`src/rtl/aux_edid_pkg.sv`:
```
package aux_edid_pkg;

   // register offsets (low address byte)
   localparam logic [7:0] OFS_CTRL      = 8'h10;
   localparam int unsigned OFS_DATA_BASE = 32'h14;
   localparam int unsigned OFS_STRIDE    = 4;

   // control register fields
   localparam int unsigned CTL_SEND_BIT = 31;
   localparam int unsigned CTL_DONE_BIT = 30;
   localparam int unsigned CTL_SIZE_LSB = 20;
   localparam int unsigned CTL_SIZE_W   = 5;

   // request command nibble fields (nibble sits in header bits 31:28)
   localparam int unsigned CMD_READ_BIT = 0;
   localparam int unsigned CMD_MOT_BIT  = 2;

   localparam logic [7:0] I2C_ACK_CODE = 8'h00;
   localparam logic [7:0] NO_DATA_BYTE = 8'hFF;

   localparam logic [CTL_SIZE_W-1:0] LEN_ADDR_ONLY = 5'd3;
   localparam logic [CTL_SIZE_W-1:0] LEN_READ      = 5'd4;

   typedef struct packed {
      logic [3:0]  cmd;
      logic [3:0]  ctl_lo;
      logic [15:0] addr;
      logic [7:0]  low;
   } aux_hdr_t;

   typedef enum logic [1:0] {
      REQ_ADDR_ONLY,
      REQ_WRITE,
      REQ_READ,
      REQ_BAD_READ
   } req_kind_e;

endpackage

```
`src/rtl/aux_reg_decode.sv`:
```
module aux_reg_decode #(
   parameter int unsigned NUM_DATA = 5
) (
   input  logic [7:0]          ofs,
   output logic                is_ctrl,
   output logic [NUM_DATA-1:0] data_hit
);
   import aux_edid_pkg::*;

   assign is_ctrl = (ofs == OFS_CTRL);

   for (genvar g = 0; g < NUM_DATA; g++) begin : g_data_dec
      localparam logic [7:0] OFS_G = 8'(OFS_DATA_BASE + OFS_STRIDE * g);
      assign data_hit[g] = (ofs == OFS_G);
   end

endmodule

```
`src/rtl/aux_session.sv`:
```
module aux_session #(
   parameter int unsigned PTR_W = 8
) (
   input  logic             clk,
   input  logic             rst_n,
   input  logic             clr,
   input  logic             pick,
   input  logic             pick_avail,
   input  logic             adv,
   output logic             sess_sel,
   output logic             sess_avail,
   output logic [PTR_W-1:0] ptr
);

   always_ff @(posedge clk) begin
      if (!rst_n || clr) begin
         sess_sel   <= 1'b0;
         sess_avail <= 1'b0;
         ptr        <= '0;
      end else begin
         if (pick) begin
            sess_sel   <= 1'b1;
            sess_avail <= pick_avail;
         end
         if (adv) begin
            ptr <= ptr + 1'b1;
         end
      end
   end

endmodule

```
`src/rtl/aux_reply_build.sv`:
```
module aux_reply_build #(
   parameter int unsigned DATA_W      = 32,
   parameter int unsigned EDID_BYTES  = 128,
   parameter int unsigned PTR_W       = 8,
   parameter logic [15:0] EDID_TARGET = 16'h0050
) (
   input  logic              send,
   input  logic [4:0]        req_len,
   input  logic [DATA_W-1:0] hdr_word,
   input  logic              sess_sel,
   input  logic              sess_avail,
   input  logic [PTR_W-1:0]  ptr,
   input  logic [7:0]        edid_byte,
   output logic [DATA_W-1:0] ctrl_next,
   output logic [DATA_W-1:0] data_next,
   output logic              data_load,
   output logic              sess_clr,
   output logic              sess_pick,
   output logic              ptr_adv
);
   import aux_edid_pkg::*;

   localparam logic [PTR_W-1:0] PTR_END = PTR_W'(EDID_BYTES);

   aux_hdr_t  hdr;
   logic      is_rd;
   logic      is_mot;
   req_kind_e kind;
   logic [7:0] rd_byte;

   assign hdr    = aux_hdr_t'(hdr_word);
   assign is_rd  = hdr.cmd[CMD_READ_BIT];
   assign is_mot = hdr.cmd[CMD_MOT_BIT];

   always_comb begin
      if (req_len == LEN_ADDR_ONLY) kind = REQ_ADDR_ONLY;
      else if (!is_rd)              kind = REQ_WRITE;
      else if (req_len == LEN_READ) kind = REQ_READ;
      else                          kind = REQ_BAD_READ;
   end

   always_comb begin
      rd_byte = NO_DATA_BYTE;
      ptr_adv = 1'b0;
      if (sess_sel && sess_avail) begin
         if (ptr < PTR_END) begin
            rd_byte = edid_byte;
            ptr_adv = send && (kind == REQ_READ);
         end else begin
            rd_byte = 8'h00;
         end
      end
   end

   always_comb begin
      ctrl_next = '0;
      data_next = '0;
      data_load = 1'b0;
      sess_clr  = 1'b0;
      sess_pick = 1'b0;
      if (send) begin
         ctrl_next[CTL_DONE_BIT] = 1'b1;
         ctrl_next[CTL_SIZE_LSB +: CTL_SIZE_W] = is_rd ? 5'd2 : 5'd1;
         data_load = 1'b1;
         data_next[DATA_W-1 -: 8] = I2C_ACK_CODE;
         unique case (kind)
            REQ_ADDR_ONLY: begin
               if (!is_mot || hdr.addr == 16'h0000) sess_clr  = 1'b1;
               else if (hdr.addr == EDID_TARGET)    sess_pick = 1'b1;
            end
            REQ_WRITE: begin
            end
            REQ_READ: begin
               data_next[23:16] = rd_byte;
            end
            REQ_BAD_READ: begin
               data_load = 1'b0;
            end
            default: begin
            end
         endcase
      end
   end

endmodule

```
`src/rtl/aux_edid_responder.sv`:
```
module aux_edid_responder #(
   parameter int unsigned ADDR_W      = 8,
   parameter int unsigned DATA_W      = 32,
   parameter int unsigned NUM_DATA    = 5,
   parameter int unsigned NUM_PORTS   = 4,
   parameter int unsigned EDID_BYTES  = 128,
   parameter logic [15:0] EDID_TARGET = 16'h0050,
   localparam int unsigned PORT_W     = (NUM_PORTS > 1) ? $clog2(NUM_PORTS) : 1,
   localparam int unsigned EDID_AW    = $clog2(EDID_BYTES),
   localparam int unsigned PTR_W      = EDID_AW + 1
) (
   input  logic                 clk,
   input  logic                 rst_n,
   input  logic                 wr_en,
   input  logic [ADDR_W-1:0]    wr_addr,
   input  logic [DATA_W-1:0]    wr_data,
   input  logic [ADDR_W-1:0]    rd_addr,
   output logic [DATA_W-1:0]    rd_data,
   input  logic [PORT_W-1:0]    chan_port,
   input  logic [NUM_PORTS-1:0] dp_present,
   output logic [EDID_AW-1:0]   edid_rd_addr,
   input  logic [7:0]           edid_rd_data
);
   import aux_edid_pkg::*;

   // elaboration checks
   if (DATA_W != 32) begin : g_bad_width
      $error("aux_edid_responder: header layout needs DATA_W == 32");
   end
   if (ADDR_W < 8) begin : g_bad_addr
      $error("aux_edid_responder: ADDR_W must cover the low offset byte");
   end
   if (NUM_DATA < 2 || NUM_DATA > 59) begin : g_bad_ndata
      $error("aux_edid_responder: NUM_DATA out of range");
   end
   if ((1 << EDID_AW) != EDID_BYTES) begin : g_bad_edid
      $error("aux_edid_responder: EDID_BYTES must be a power of two");
   end

   logic                wr_is_ctrl;
   logic [NUM_DATA-1:0] wr_hit;
   logic                rd_is_ctrl;
   logic [NUM_DATA-1:0] rd_hit;

   aux_reg_decode #(.NUM_DATA(NUM_DATA)) u_wr_dec (
      .ofs      (wr_addr[7:0]),
      .is_ctrl  (wr_is_ctrl),
      .data_hit (wr_hit)
   );

   aux_reg_decode #(.NUM_DATA(NUM_DATA)) u_rd_dec (
      .ofs      (rd_addr[7:0]),
      .is_ctrl  (rd_is_ctrl),
      .data_hit (rd_hit)
   );

   logic [DATA_W-1:0] ctrl_q;
   logic [DATA_W-1:0] data_q [NUM_DATA];

   logic              send;
   logic [DATA_W-1:0] ctrl_next;
   logic [DATA_W-1:0] data_next;
   logic              data_load;
   logic              sess_clr;
   logic              sess_pick;
   logic              ptr_adv;
   logic              sess_sel;
   logic              sess_avail;
   logic [PTR_W-1:0]  edid_ptr;
   logic              port_present;

   assign send = wr_en && wr_is_ctrl && wr_data[CTL_SEND_BIT];

   // presence lookup: guard only when the index can exceed the port count
   if (NUM_PORTS == (1 << PORT_W)) begin : g_present_full
      assign port_present = dp_present[chan_port];
   end else begin : g_present_guard
      assign port_present = (32'(chan_port) < NUM_PORTS) ? dp_present[chan_port] : 1'b0;
   end

   aux_reply_build #(
      .DATA_W      (DATA_W),
      .EDID_BYTES  (EDID_BYTES),
      .PTR_W       (PTR_W),
      .EDID_TARGET (EDID_TARGET)
   ) u_reply (
      .send       (send),
      .req_len    (wr_data[CTL_SIZE_LSB +: CTL_SIZE_W]),
      .hdr_word   (data_q[0]),
      .sess_sel   (sess_sel),
      .sess_avail (sess_avail),
      .ptr        (edid_ptr),
      .edid_byte  (edid_rd_data),
      .ctrl_next  (ctrl_next),
      .data_next  (data_next),
      .data_load  (data_load),
      .sess_clr   (sess_clr),
      .sess_pick  (sess_pick),
      .ptr_adv    (ptr_adv)
   );

   aux_session #(.PTR_W(PTR_W)) u_sess (
      .clk        (clk),
      .rst_n      (rst_n),
      .clr        (sess_clr),
      .pick       (sess_pick),
      .pick_avail (port_present),
      .adv        (ptr_adv),
      .sess_sel   (sess_sel),
      .sess_avail (sess_avail),
      .ptr        (edid_ptr)
   );

   assign edid_rd_addr = edid_ptr[EDID_AW-1:0];

   always_ff @(posedge clk) begin
      if (!rst_n)     ctrl_q <= '0;
      else if (send)  ctrl_q <= ctrl_next;
   end

   // data word 0 also takes the reply; a send never hits a data offset
   always_ff @(posedge clk) begin
      if (!rst_n)                    data_q[0] <= '0;
      else if (wr_en && wr_hit[0])   data_q[0] <= wr_data;
      else if (data_load)            data_q[0] <= data_next;
   end

   for (genvar g = 1; g < NUM_DATA; g++) begin : g_data_reg
      always_ff @(posedge clk) begin
         if (!rst_n)                  data_q[g] <= '0;
         else if (wr_en && wr_hit[g]) data_q[g] <= wr_data;
      end
   end

   always_comb begin
      rd_data = '0;
      if (rd_is_ctrl) rd_data = ctrl_q;
      for (int i = 0; i < NUM_DATA; i++) begin
         if (rd_hit[i]) rd_data = data_q[i];
      end
   end

endmodule

```
`config.mk`:
```
export PLATFORM = sky130hd
export DESIGN_NAME = aux_edid_responder
export DESIGN_NICKNAME = d
export VERILOG_FILES = /design/src/rtl/aux_edid_pkg.sv /design/src/rtl/aux_reg_decode.sv /design/src/rtl/aux_session.sv /design/src/rtl/aux_reply_build.sv /design/src/rtl/aux_edid_responder.sv
export SDC_FILE = /design/constraint.sdc
export NUM_CORES = 1
export LEC_CHECK = 0
export ABC_AREA = 1
export BUFFER_PORTS_ARGS = -buffer_cell sky130_fd_sc_hd__clkbuf_2
export CELL_PAD_IN_SITES_DETAIL_PLACEMENT = 1
export CELL_PAD_IN_SITES_GLOBAL_PLACEMENT = 1
export CORE_ASPECT_RATIO = 0.7
export CORE_MARGIN = 5
export CORE_UTILIZATION = 45
export DETAILED_ROUTE_END_ITERATION = 8
export MAX_ROUTING_LAYER = met4
export PLACE_DENSITY = 0.77
export SLEW_MARGIN = 40
export SYNTH_ARGS = -nofsm -noshare
export SYNTH_HDL_FRONTEND = slang
export SYNTH_SLANG_ARGS = --single-unit
```
`constraint.sdc`:
```
create_clock -name clk -period 4.7 [get_ports clk]
set_clock_uncertainty 0.2 [all_clocks]
set_input_delay 0.705 -clock clk [delete_from_list [all_inputs] [get_ports clk]]
set_output_delay 0.705 -clock clk [all_outputs]
set_load 0.01 [all_outputs]
```
### Word level (Yosys, flattened, before mapping)

Memory sizes are Yosys's and may differ from the RTL's.
Index checks and enable logic that the tools add are counted.

| word-level totals | value |
|---|---|
| RAM bits | 160 |
| memories | 1 |
| register bits | 16 |
| output and inout port bits | 39 |
| input port bits | 65 |
| logic and storage cells | 99 |

Memory list:

| name | depth | width | read ports | clocked after memory_dff | write ports | RTL line | text |
|---|---|---|---|---|---|---|---|
| data_q | 5 | 32 | 5 | 0 | 5 | aux_edid_responder.sv:58 | `logic [DATA_W-1:0] data_q [NUM_DATA];` |

| cells by class | value |
|---|---|
| reductions and logical operators | 15 |
| magnitude comparators | 2 |
| bitwise operators | 6 |
| $add $sub $neg | 1 |
| mux-type cells | 53 |
| eq/ne operators | 17 |

Operators with widths:

| cell | number |
|---|---|
| 32-bit two-way mux | 11 |
| 8-bit by 5-bit equality test with 1-bit output (second input constant) | 8 |
| 1-bit two-way mux | 33 |
| 8-bit by 6-bit equality test with 1-bit output (second input constant) | 4 |
| 8-bit two-way mux | 4 |
| 31-bit two-way mux | 1 |
| 16-bit by 7-bit equality test with 1-bit output (second input constant) | 1 |
| 16-bit logical NOT | 1 |
| 1-bit logical AND | 9 |
| 8-bit by 1-bit adder with 8-bit output (second input constant) | 1 |
| 8-bit less-than comparator (second input constant) | 1 |
| 2-bit two-way mux | 3 |
| 1-bit OR | 6 |
| 5-bit by 2-bit equality test with 1-bit output (second input constant) | 1 |
| 5-bit by 3-bit equality test with 1-bit output (second input constant) | 1 |
| 2-bit equality test (second input constant) | 2 |
| 2-bit by 3-bit less-than comparator with 1-bit output (second input constant) | 1 |
| 1-bit binary-select mux with 2-bit select | 1 |
| 1-bit logical NOT | 2 |
| 2-bit logical NOT | 1 |
| 1-bit logical OR | 2 |

### Longest topological paths before layout

Gate-level depths: netlist (run 1).

| logic depth | value |
|---|---|
| word-level depth | 12 |
| mapped depth | 11 |
| mapped depth without buffers | 11 |

### Cells and area by module

A second synthesis (run 1) with hierarchy kept.

| second synthesis, totals | value |
|---|---|
| cells, all modules | 1248 |
| area total of the unflattened synthesis | 10349.9 µm² |

By module, submodules not included:

| module | seq. area each (µm²) | times used | cells each | area each (µm²) |
|---|---|---|---|---|
| aux_edid_responder | 5445.2 | 1 | 1021 | 9004.9 |
| aux_reply_build | 0.0 | 1 | 115 | 704.4 |
| aux_session | 200.2 | 1 | 62 | 437.9 |
| aux_reg_decode | 0.0 | 2 | 25 | 101.3 |

### Least setup slack after synthesis (run 1)

No wires, ideal clock.

| path | value |
|---|---|
| path kind | in2reg |
| from | input wr_data[22] |
| to | memory data_q[0][0] (enable) |
| required time | 3938 ps |
| arrival time | 2007 ps |
| setup slack | 1931 ps |
| setup time | 562 ps |
| path buffers | 0 |
| stages on the path | 6 |
| cell sequence | inv_1 > nor2_1 > nand3_1 > nand3_1 > nand2_2 > nand3_1 |

RTL lines:

| item | RTL line | text |
|---|---|---|
| start, declared | aux_edid_responder.sv:16 | `input logic [DATA_W-1:0] wr_data,` |
| end, declared | aux_edid_responder.sv:58 |  |

### Worst setup path in the final report (run 1)

| path | value |
|---|---|
| from | input rd_addr[0] |
| to | output rd_data[31] |

| between the ends | value |
|---|---|
| cells in the longest elaborated chain, start to end | 6 |
| elaborated cells on any way between the ends | 10 |
| those cells by class | 5 x eq/ne; 5 x mux |

Ends and longest elaborated chain:

| item | RTL line | text |
|---|---|---|
| start, declared | aux_edid_responder.sv:17 | `input logic [ADDR_W-1:0] rd_addr,` |
| 8-bit by 5-bit equality test with 1-bit output | aux_reg_decode.sv:14 | `assign data_hit[g] = (ofs == OFS_G);` |
| 32-bit two-way mux (4 in series) | aux_edid_responder.sv:139 | `if (rd_hit[i]) rd_data = data_q[i];` |
| 32-bit two-way mux * | aux_edid_responder.sv:139 |  |
| end, declared | aux_edid_responder.sv:18 | `output logic [DATA_W-1:0] rd_data,` |

Every way passes the cells marked *; elsewhere a longest branch is shown, timed or not.

==> impl_metrics.yaml, run 1 <==
clock_network:
  cts-buffers-inserted: 17
  ctsHtreeMaxLevel: 4
  clk_pin_slew_worst_paths_ps: 60
  clockRootBuffer: "clkbuf_16"
  tritoncts: "yes"
  holdBufCountCts: 0
  cts_setup_buffers: 0
  clock_latency_ps: 440
  cts_sinks: 173
  cts_resized: 0
  clockBufferDepth: 2
timing:
  rsz0062_at_grt: "false"
  hold_ws_ps: 274
  fmax_mhz: 299
  finalCritPeriodShare: 0.711
  finalSetupViolations: 0
  slew-limit-headroom: 0.417
  slew_viol_final: 0
  tns_ps: 0
  finalHoldViolations: 0
  worst_pin_slew_ps: 872
  fin_ws_ps: 1360
  period_minus_slack_ps: 3340
synthesis:
  avgSynthCellArea_sq_um: 9.50
  synth-edff-count: 160
  yosysTopAreaCell: "edfxtp_1"
  async_flop_share: 0
  synth_commonest_cells: "nor2_1 (197), nand2_1 (193), edfxtp_1 (160), inv_1 (72), nand3_1 (61)"
  synth_top_area_share: 0.598
  synth_seq_area_share: 0.631
  synth_area_sq_um: 8030
  ys_ff_latch: 173
  yosys_warnings: 0
  synth_most_common_cell: "nor2_1"
  synthDistinctLibCells: 35
  synthTopCellsByArea: "edfxtp_1 (60%), nor2_1 (9.2%), nand2_1 (9.0%)"
  synth_cells: 845
  syn_nets: 911
  ys.flop_type: "edfxtp_1"
layout:
  fin_nets: 1008
  fillers: 2018
  fin_cells: 1186
  synthToLayoutAreaGrowth_pct: 16.2
  drive_gt1_frac: 0.196
  antenna-diode-count: 0
setup_path:
  cp-end-kind: "output port"
  max_stage_delay_ps: 500
  crit_top_cell: "nand2_1"
  crit_slowest_cell: "inv_2"
  criticalPathCategory: "primary input to output port"
  critical_path_required_ps: 3800
  startpoint_type: "primary input"
  crit_chain: "clkbuf_2 > inv_1 > nand2_1 > nor3_2 > nand2_1 > inv_2 > nand2_1 > nand2_1 > a21oi_1 > nand3_1 > clkbuf_2"
  cp_max_fo: 29
  critPathArrivalTime_ps: 2440
route:
  drt_wl_total_mm: 22.4
  vias_per_cell: 5.26
  firstDrtPassIters: 5
  route.detailed.drc: 0
  num_vias: 6234
  postRouteAntennaNets: 0
  drt_iter0_markers: 586
  wl_per_cell_um: 18.9
power:
  seqPwrFrac: 0.553
  p_clk_frac: 0.401
  internal_power_mw: 2.46
  cellLeakagePower_nw: 3.86
  power.switching_uw: 742
  pwr-share-comb: 0.046
  vdd_drop_max_mv: 0.248
  netSwitchingFraction: 0.232
  powerDensity_nw_per_um2: 343
floorplanning:
  core_sq_um: 17300
  die_w_um: 170
  die_y_um: 122
  ios: 104
  design.die.area_sq_um: 20700
  rows: 40
  start_util: 0.464
place:
  port_buffers: 103
  preCtsSetupSlack_ps: 1230
  gp_congestion: 0.771
  dpl.cell_count: 1153
  dpl.hpwl_mm: 14.8
global_route:
  track_usage: 0.230
  antenna_found_initial: 0
  grt_pass1_vias: 6444
  grt_pass1_wl_mm: 35.0
  grt_max_degree: 36
  overflow: 0
min_path:
  hold_class: "flop to flop"
job:
  drv_cap: 0
status:
  outcome: "complete, no violations"
## critical path, delay by kind of cell
kind	cells	cell delay, ps
AND/OR/NAND/NOR	6	890
buffers and inverters	4	770
AO/OA/AOI/OAI	1	60
## cell type report
cell class,instances,area (sq um),area share
Clock buffer,17,425,0.0456
Clock inverter,15,101,0.0109
Inverter,77,289,0.0310
Multi-Input combinational cell,557,2510,0.269
Sequential cell,173,5060,0.543
Tap cell,231,289,0.0310
Timing Repair Buffer,116,651,0.0697
## worst paths after layout
path / start / to / slack [ps] / cells past startpoint
setup / recovery: rd_addr[0] / rd_data[31] / 1360 / 11
hold / removal: u_sess.sess_avail / u_sess.sess_avail / 270 / 2
setup reg to reg: data_q[0][28] / data_q[0][21] / 2660 / 7
hold reg to reg: u_sess.sess_avail / u_sess.sess_avail / 270 / 2
## power by group through the flow
stage          Clock [mW]  Combinational, mW  Sequential (mW)
2_1_floorplan           0             0.0694             1.80
3_3_place_gp            0              0.143             1.80
3_5_place_dp            0              0.147             1.80
4_1_cts              1.30              0.148             1.77
5_1_grt              1.36              0.162             1.78
6_report             1.28              0.147             1.77
## stage by stage
| step | utilization | cell area, sq um | power [mW] |
|---|---|---|---|
| floorplan | - | 8030 | 1.87 |
| global placement | 0.506 | 8770 | 1.94 |
| detailed placement | 0.507 | 8780 | 1.95 |
| CTS | 0.537 | 9310 | 3.22 |
| global route | 0.539 | 9330 | 3.30 |
| finish | 0.539 | 9330 | 3.20 |
## flip-flops by register name, summed over array words and instances (netlist names)
name	count
data_q	160
u_sess.sess_avail	1
ctrl_q	3
u_sess.ptr	8
u_sess.sess_sel	1
## cells in the final DEF (no fill, tap or decap), drive strengths merged
cell type  instances
and2               1
edfxtp           160
a31oi              1
o22ai              1
nor2             211
o211ai             1
nor3b              1
nand3             64
o21bai             1
buf               13
dfxtp             13
nand4              8
clkbuf           120
inv               77
clkinvlp           4
clkinv            11
nor4               1
mux2i              1
nand2            198
ha                 1
or2                1
a21oi             42
o21ai             20
nor3               4
## kinds of logic after synthesis
group / count (synthesis) / synth area share
simple gates: 489 / 0.258
flops: 173 / 0.631
buf+inv: 115 / 0.0631
compound gates: 66 / 0.0449
mux: 1 / 0.00125
fa+ha+maj: 1 / 0.00156
## routing by layer
metal / vias to the layer above / track usage / part of all wire
met5: - / - / 0
met4: 0 / 0.0689 / 0.011
met3: 21 / 0.0341 / 0.060
met2: 176 / 0.367 / 0.48
met1: 3075 / 0.309 / 0.45
li1: 2962 / - / -
Power figures use the tool's default switching activity.
==> inputs of run 2 (changes only) <==
clock period = 3.36 ns   (was 4.7 ns; I/O delays follow)
==> impl_metrics.yaml, run 2 (synthesis gave the netlist of run 1 again) <==
status:
  outcome: "complete, no violations"
clock_network:
  cts-buffers-inserted: 17
  tritoncts: "yes"
  ctsHtreeMaxLevel: 4
  cts_setup_buffers: 0
  clockRootBuffer: "clkbuf_16"
  holdBufCountCts: 0
  cts_sinks: 173
  clk_pin_slew_worst_paths_ps: 70
  clock_latency_ps: 430
  cts_resized: 0
  clockBufferDepth: 2
timing:
  slew-limit-headroom: 0.528
  fmax_mhz: 346
  finalHoldViolations: 0
  tns_ps: 0
  worst_pin_slew_ps: 705
  hold_ws_ps: 233
  finalSetupViolations: 0
  period_minus_slack_ps: 2890
  slew_viol_final: 0
  finalCritPeriodShare: 0.861
  rsz0062_at_grt: "false"
layout:
  fin_nets: 1018
  fillers: 2020
  multi_input_area_sq_um: 2470
  final_common_cell: "nor2_1"
  largest_register_ffs: 160
  area.sequential_sq_um: 5060
  design_area_sq_um: 9420
  top_register: "data_q"
  final_cell_mix: "nor2_1 (196), nand2_1 (193), edfxtp_1 (160), clkbuf_2 (103), inv_1 (72)"
  top_regs: "data_q: 160 flops, u_sess.ptr: 8 flops, ctrl_q: 3 flops"
  synthToLayoutAreaGrowth_pct: 17.3
  antenna-diode-count: 0
  drive_gt1_frac: 0.199
floorplanning:
  design.die.area_sq_um: 20700
  rows: 40
  ios: 104
  die_y_um: 122
  start_util: 0.464
  core_sq_um: 17300
  die_w_um: 170
global_route:
  overflow: 0
  grt_pass1_vias: 6724
  grt_pass1_wl_mm: 36.3
  track_usage: 0.236
  antenna_found_initial: 0
  grt_max_degree: 33
route:
  met2_length_mm: 10.8
  met1_length_mm: 10.3
  route.met3.wl_mm: 1.41
  postRouteAntennaNets: 0
  highest_layer: "met4"
  firstDrtPassIters: 5
  vias_per_cell: 5.29
  wl_per_cell_um: 19.0
  route.detailed.drc: 0
  drt_wl_total_mm: 22.8
  drt_iter0_markers: 478
  num_vias: 6324
setup_path:
  critPathArrivalTime_ps: 2190
  criticalPathCategory: "primary input to output port"
  max_stage_delay_ps: 370
  crit_chain: "clkbuf_2 > inv_1 > nand2_1 > nor3_2 > nand2_1 > inv_2 > buf_4 > nand2_1 > nand2_1 > a21oi_1 > nand3_1 > clkbuf_2"
  crit_slowest_cell: "inv_2"
  cp_max_fo: 20
  critical_path_required_ps: 2660
  cp-end-kind: "output port"
  startpoint_type: "primary input"
  crit_top_cell: "nand2_1"
min_path:
  hold_class: "primary input to flop"
place:
  gp_congestion: 0.764
  port_buffers: 103
  dpl.hpwl_mm: 14.9
  place_area_sq_um: 8830
job:
  drv_cap: 0
power:
  powerDensity_nw_per_um2: 500
  vdd_drop_max_mv: 0.301
  cellLeakagePower_nw: 3.94
[run 2: final timing paths]
kind / from / to / slack [ps] / depth (start not counted)
setup / recovery: rd_addr[0] / rd_data[27] / 470 / 12
hold / removal: chan_port[1] / u_sess.sess_avail / 230 / 4
setup reg to reg: data_q[0][28] / data_q[0][11] / 1290 / 7
hold reg to reg: ctrl_q[30] / ctrl_q[30] / 280 / 2
[run 2: area by class of cell]
type,instances,share of cell area
clock buffers,17,0.0452
repair buffers,126,0.0757
clock inverters,15,0.0181
multi-input cells,557,0.262
well taps,231,0.0307
inverters,77,0.0307
flip-flops and latches,173,0.538
[run 2: worst max-delay path: cells and delay by family]
family                 cells  cell delay, ps
AO/OA/AOI/OAI              1              40
AND/OR/NAND/NOR            6             730
buffers and inverters      5             900
[run 2: power by group]
| part | internal [mW] | switching, mW | leakage (nW) | total, mW |
|---|---|---|---|---|
| clock network | 1.17 | 0.862 | 0.284 | 2.03 |
| registers | 2.45 | 0.0314 | 1.62 | 2.48 |
| logic | 0.0544 | 0.146 | 2.03 | 0.200 |
[run 2: stage by stage]
step / instances / setup WS, ps / power [mW] / util
floorplan: 845 / 792 / 2.61 / -
global placement: 1164 / 591 / 2.71 / 0.510
detailed placement: 1164 / 479 / 2.72 / 0.510
CTS: 1196 / 471 / 4.73 / 0.544
global route: 1196 / 329 / 4.84 / 0.544
finish: 1196 / 467 / 4.71 / 0.544
[run 2: per-layer routing]
| metal | global-route usage | vias up |
|---|---|---|
| met5 | - | - |
| met4 | 0.0493 | 0 |
| met3 | 0.0490 | 26 |
| met2 | 0.379 | 190 |
| met1 | 0.313 | 3127 |
| li1 | - | 2981 |
==> inputs of run 3 (changes only) <==
BUFFER_PORTS_ARGS = -buffer_cell sky130_fd_sc_hd__buf_2   (was -buffer_cell sky130_fd_sc_hd__clkbuf_2)
CTS_CLUSTER_DIAMETER = 100   (was not set)
RECOVER_POWER = 50   (was not set)
==> impl_metrics.yaml, run 3 (synthesis gave the netlist of run 1 again) <==
status:
  outcome: "finished with violations"
  violations: "max-capacitance violations, max-slew violations"
floorplanning:
  core_sq_um: 17300
  die_w_um: 170
  design.die.area_sq_um: 20700
  rows: 40
  ios: 104
  start_util: 0.464
  die_y_um: 122
timing:
  slew_viol_final: 66
  finalSetupViolations: 0
  fmax_mhz: 352
  rsz0062_at_grt: "false"
  period_minus_slack_ps: 2840
  slew-limit-headroom: -0.305
  tns_ps: 0
  worst_pin_slew_ps: 1960
  finalHoldViolations: 0
  finalCritPeriodShare: 0.847
  hold_ws_ps: 225
global_route:
  overflow: 0
  grt_max_degree: 33
  grt_pass1_vias: 6396
  grt_pass1_wl_mm: 34.4
  track_usage: 0.224
  antenna_found_initial: 0
place:
  gp_congestion: 0.780
  place_area_sq_um: 8820
  port_buffers: 103
  dpl.hpwl_mm: 14.6
clock_network:
  holdBufCountCts: 0
  clockRootBuffer: "clkbuf_16"
  tritoncts: "yes"
  cts_sinks: 173
  clk_pin_slew_worst_paths_ps: 60
  cts_resized: 0
  clockBufferDepth: 2
  cts-buffers-inserted: 17
  clock_latency_ps: 420
  cts_setup_buffers: 0
  ctsHtreeMaxLevel: 4
route:
  route.detailed.drc: 0
  vias_per_cell: 5.19
  num_vias: 6202
  firstDrtPassIters: 5
  drt_iter0_markers: 339
  postRouteAntennaNets: 0
  wl_per_cell_um: 18.3
  drt_wl_total_mm: 21.9
setup_path:
  cp-end-kind: "output port"
  startpoint_type: "primary input"
  r2r_slack_ps: 1320
  cp_max_fo: 10
  reg2reg_depth: 8
  critPathArrivalTime_ps: 2140
  cp-startpoint: "rd_addr[1]"
  critical_path_required_ps: 2660
  criticalPathCategory: "primary input to output port"
  worstReg2RegEnd: "data_q[0][23]"
  r2r-start: "data_q[0][28]"
job:
  drv_cap: 2
layout:
  top_regs: "data_q: 160 flops, u_sess.ptr: 8 flops, ctrl_q: 3 flops"
  fin_nets: 1017
  final_common_cell: "nor2_1"
  top_register: "data_q"
  synthToLayoutAreaGrowth_pct: 15.5
  fillers: 2056
  final_cell_mix: "nor2_1 (202), nand2_1 (195), edfxtp_1 (160), buf_2 (95), inv_1 (72)"
  final_util: 0.535
  design_area_sq_um: 9270
  drive_gt1_frac: 0.167
  largest_register_ffs: 160
power:
  vdd_drop_max_mv: 0.326
  powerDensity_nw_per_um2: 497
  cellLeakagePower_nw: 3.89
min_path:
  worstHoldEndpoint: "u_sess.sess_avail"
  min_from: "chan_port[1]"
  hold_depth: 4
  hold_class: "primary input to flop"
## run 3: routing by layer
metal  up-vias  track usage  share of wire
li1       2976            -              -
met1      3055        0.307           0.47
met2       151        0.357           0.47
met3        20       0.0367          0.049
met4         0       0.0468         0.0084
met5         -            -              0
## run 3: power breakdown
part	leakage, nW	switching, mW	internal, mW
Clock	0.281	0.785	1.15
Combinational	1.98	0.143	0.0523
Sequential	1.62	0.0306	2.45
## run 3: worst max-delay path, stage by stage
cell and delay (ps):
buf_2 110, nor2_2 160, nand3_1 200, nor2_2 520, buf_4 300, inv_1 70
nor2_1 90, a21oi_1 40, buf_2 140
## run 3: cell type report
cell class                 count  area (sq um)  share of cell area
sequential                   173          5060               0.546
clock buffer                  25           485              0.0524
inverter                      77           289              0.0312
antenna                        1          2.50            0.000270
timing repair buffer         125           667              0.0719
multi-input combinational    557          2390               0.257
clock inverter                 7          87.6             0.00945
tap                          231           289              0.0312
## run 3: worst max path at each step
stage                         endpoint  cells after the start
after CTS                  rd_data[10]                      9
after global routing       rd_data[23]                     12
after floorplan           data_q[0][0]                      6
after detailed placement   rd_data[10]                      9
final                      rd_data[10]                      9
after global placement      rd_data[8]                      8
## run 3: per-stage QoR
| step | std cells | worst slack [ps] | power [mW] |
|---|---|---|---|
| detailed placement | 1163 | 516 | 2.72 |
| global placement | 1163 | 570 | 2.71 |
| global route | 1195 | 364 | 4.76 |
| floorplan | 845 | 792 | 2.61 |
| finish | 1196 | 515 | 4.61 |
| CTS | 1195 | 495 | 4.64 |
